### config.mk
export PLATFORM = sky130hd
export DESIGN_NAME = map_mode_sel
export DESIGN_NICKNAME = d
export VERILOG_FILES = /design/src/rtl/map_mode_sel.sv
export SDC_FILE = /design/constraint.sdc
export NUM_CORES = 1
export LEC_CHECK = 0
export BUFFER_PORTS_ARGS = -buffer_cell sky130_fd_sc_hd__buf_4
export CAP_MARGIN = 0
export CORE_AREA = 2 2 39 41
export CTS_CLUSTER_SIZE = 24
export DETAILED_ROUTE_END_ITERATION = 16
export DIE_AREA = 0 0 41 43
export GPL_TIMING_DRIVEN = 0
export PLACE_DENSITY_LB_ADDON = 0.2
export SYNTH_ARGS = -nofsm -noshare
export SYNTH_HDL_FRONTEND = slang
export SYNTH_SLANG_ARGS = --single-unit
export TNS_END_PERCENT = 5
### constraint.sdc
create_clock -name clk -period 0.9 [get_ports clk]
set_clock_uncertainty 0.05 [all_clocks]
set_input_delay 0.18 -clock clk [delete_from_list [all_inputs] [get_ports clk]]
set_output_delay 0.18 -clock clk [all_outputs]
set_load 0.02 [all_outputs]
### src/rtl/map_mode_sel.sv
module map_mode_sel #(
  parameter int AW = 16,
  parameter logic [AW-1:0] CTL_RAM = 16'hFFDF,
  parameter logic [AW-1:0] CTL_ROM = 16'hFFDE
) (
  input  logic          clk,
  input  logic          rst_n,
  input  logic          half,
  input  logic [AW-1:0] addr,
  input  logic          rd,
  output logic [2:0]    dev_sel,
  output logic          ram_we_n
);

  logic map_ram;
  logic io_page, hi_win, ctl_hit, ctl_wr;
  logic [2:0] rom_code;

  assign io_page = &addr[AW-1:AW-8];
  assign hi_win  = addr[AW-1] && !io_page;
  assign ctl_hit = (addr == CTL_RAM) || (addr == CTL_ROM);
  assign ctl_wr  = ctl_hit && !rd && half;
  assign rom_code = addr[AW-2] ? 3'd3 : {1'b0, addr[AW-2:AW-3]} + 3'd1;

  always_ff @(posedge clk or negedge rst_n)
    if (!rst_n)      map_ram <= 1'b0;
    else if (ctl_wr) map_ram <= (addr == CTL_RAM);

  always_comb begin
    dev_sel  = 3'd0;
    ram_we_n = 1'b1;
    if (io_page) begin
      dev_sel = 3'd7;
    end else if (hi_win) begin
      if (!map_ram) dev_sel = rom_code;
      else if (!rd) begin
        dev_sel  = 3'd7;
        ram_we_n = !half;
      end
    end else begin
      ram_we_n = rd || !half;
    end
  end

  assert_we_phase_R6: assert property (@(posedge clk) disable iff (!rst_n)
    !ram_we_n |-> (half && !rd));
  assert_read_no_we_R7: assert property (@(posedge clk) disable iff (!rst_n)
    rd |-> ram_we_n);
  assert_low_ram_R7: assert property (@(posedge clk) disable iff (!rst_n)
    !addr[AW-1] |-> dev_sel == 3'd0);
  assert_io_page_R8: assert property (@(posedge clk) disable iff (!rst_n)
    io_page |-> (dev_sel == 3'd7 && ram_we_n));
  assert_rom_win_R4: assert property (@(posedge clk) disable iff (!rst_n)
    (hi_win && !map_ram) |-> (dev_sel != 3'd0 && dev_sel != 3'd7 && ram_we_n));
  assert_set_ram_R2: assert property (@(posedge clk) disable iff (!rst_n)
    (half && !rd && addr == CTL_RAM) |=> map_ram);
  assert_set_rom_R2: assert property (@(posedge clk) disable iff (!rst_n)
    (half && !rd && addr == CTL_ROM) |=> !map_ram);
  assert_mode_hold_R9: assert property (@(posedge clk) disable iff (!rst_n)
    !(half && !rd && ctl_hit) |=> $stable(map_ram));

endmodule

==> results.sh <==
export IMPL_grt_antenna_before_repair=0
export IMPL_cap_violations=0
export IMPL_yosys_area_share_adder=0
export IMPL_synth_mux_area_frac=0.07200
export IMPL_wl_per_cell_um=10.08
export IMPL_synth_simple_gate_area_frac=0.7040
export IMPL_layout_commonest_cell="buf_4"
export IMPL_crit_family="simple AND/OR/NAND/NOR gates"
export IMPL_setup_worst_path_end_class="flop"
export IMPL_worstMarginPinSlew_ps=207.0
export IMPL_reg_largest_list="map_ram (1)"
export IMPL_final_area_um2=404.1
export IMPL_finalSetupViolCount=5
export IMPL_crit_buf_inv=1
export IMPL_power_density_nw_per_um2=428.4
export IMPL_clkTransAtPathRegs_ps=0
export IMPL_drc_errors=0
export IMPL_yosys_warnings=0
export IMPL_fp_dieW_um=41
export IMPL_seq_area_um2=25.02
export IMPL_syn_inst=19
export IMPL_grt_pass1_vias=226
export IMPL_worstPathRequired_ps=720
export IMPL_synth_cell_types=12
export IMPL_synth_compound_area_frac=0.06400
export IMPL_synth_top_family_by_area="simple AND/OR/NAND/NOR gates"
export IMPL_synth_nets=39
export IMPL_grt_max_degree=7
export IMPL_crit_chain="buf_8, nand4_1, or2_4, nor4_4, mux2_4"
export IMPL_core_area_um2=1384
export IMPL_cellLeakagePower_nw=0.1939
export IMPL_rsz0062_at_grt="yes"
export IMPL_vias=257
export IMPL_antenna_cells=0
export IMPL_avgViaCountPerCell=4.283
export IMPL_routed_wl_um=605
export IMPL_initial_core_util=0.1130
export IMPL_period_minus_slack_ps=1295
export IMPL_areaGrowthSynthToFinish_pct=158.4
export IMPL_gr_total_overflow=0
export IMPL_max_stage_delay_ps=320
export IMPL_first_pass_iters=4
export IMPL_detail_route_antenna_nets=0
export IMPL_place_inst=58
export IMPL_crit_type="primary input to flop"
export IMPL_syn_avg_cell_area_um2=8.232
export IMPL_top_register="map_ram"
export IMPL_hp_class="primary input to flop"
export IMPL_die_area_um2=1763
export IMPL_maxSlewViolCount=0
export IMPL_slowest_stage="mux2_4"
export IMPL_synthXorXnorAreaFrac=0
export IMPL_io_pins=24
export IMPL_final_cell_mix="18 x buf_4, 5 x buf_6, 3 x nand2_1"
export IMPL_fillers=154
export IMPL_die_height_um=43
export IMPL_largest_register_ffs=1
export IMPL_stdcell_count=60
export IMPL_portBuffers=23
export IMPL_hold_worst_slack_ps=368.1
export IMPL_violations="negative setup slack"
export IMPL_setup_slack_ps=-395.0
export IMPL_clock_latency_ps=0
export IMPL_crit_path_start_kind="primary input"
export IMPL_drive_gt1_frac=0.6591
export IMPL_multi_input_area_um2=142.6
export IMPL_hold_viol=0
export IMPL_synth_yosys_seq_area_share=0.1600
export IMPL_grt_pass1_wl_um=848
export IMPL_relSlewSlack=0.8610
export IMPL_max_freq_mhz=772.2
export IMPL_critPathMaxFanout=4
export IMPL_gp_congestion=0.5706
export IMPL_rows=14
export IMPL_fin_crit_sh=1.439
export IMPL_post_dp_cell_area_um2=349.1
export IMPL_grt_usage=0.06406
export IMPL_status="finished with violations"
export IMPL_fin_setup_tns_ps=-1503
export IMPL_syn_cell_area_um2=156.4
export IMPL_vdd_drop_max_uv=252.2
export IMPL_nets=66
export IMPL_cp_arrival_ps=1120
export IMPL_drt_iter0_drc=11
export IMPL_ys_ff_latch=1
metal layers:
| metal | GRT usage | vias to the layer above | part of all wire |
|---|---|---|---|
| li1 | - | 126 | - |
| met1 | 0.09236 | 107 | 0.40 |
| met2 | 0.1031 | 24 | 0.38 |
| met3 | 0.01047 | 0 | 0.22 |
| met4 | 0 | 0 | 0 |
| met5 | 0 | - | 0 |
path summary, 6_finish.rpt:
path	from	end	slack, ps	cells after the start
worst max-delay path	addr[15]	map_ram$_DFFE_PN0P_	-400	5
worst min-delay path	addr[0]	map_ram$_DFFE_PN0P_	370	2
worst max register to register	map_ram$_DFFE_PN0P_	map_ram$_DFFE_PN0P_	20	1
worst min register to register	map_ram$_DFFE_PN0P_	map_ram$_DFFE_PN0P_	590	1
max in group asynchronous	rst_n	map_ram$_DFFE_PN0P_	270	2
min in group asynchronous	rst_n	map_ram$_DFFE_PN0P_	450	2
repair_timing:
item                                   CTS  global route
cloned                                   0             0
setup buffers                            0             1
resized for setup                        9             1
endpoints found under the hold margin    1             0
setup endpoints to repair                5             5
hold buffers                             1             0
pin swaps                                1             1
cells by family after synthesis:
| kind of cell | Yosys count |
|---|---|
| compound gates | 2 |
| flops | 1 |
| mux | 1 |
| simple gates | 15 |
area by class of cell:
type	instances	share of cell area
timing repair buffer	25	0.5356
tap	16	0.04954
multi-input combinational	18	0.3529
sequential	1	0.06192
power by group:
group | leakage (nW) | internal (mW) | total (mW) | switching [mW]
Clock | 0 | 0 | 0 | 0
Sequential | 0.0140 | 0.0458 | 0.0458 | 0.0000268
Combinational | 0.180 | 0.0859 | 0.127 | 0.0414
Total | 0.194 | 0.132 | 0.173 | 0.0414
through the flow:
step	setup WS [ps]	total power [mW]	util
after floorplan	-265.6	0.07719	-
after global placement	-461.0	0.1601	0.2523
after detailed placement	-449.5	0.1595	0.2523
after CTS	-407.9	0.1723	0.2830
after global routing	-461.6	0.1851	0.2920
final	-395.0	0.1731	0.2920
cell usage after synthesis:
master | n | area share
nand2_1 | 4 | 0.096
nor3b_1 | 1 | 0.048
dfrtp_1 | 1 | 0.16
or2b_1 | 1 | 0.048
or2_4 | 1 | 0.056
nor3_1 | 1 | 0.032
nand3b_1 | 2 | 0.096
nand4_1 | 2 | 0.080
mux2_1 | 1 | 0.072
nand4b_1 | 2 | 0.11
o21ai_1 | 2 | 0.064
nor4_4 | 1 | 0.14
Power figures use the tool's default switching activity.
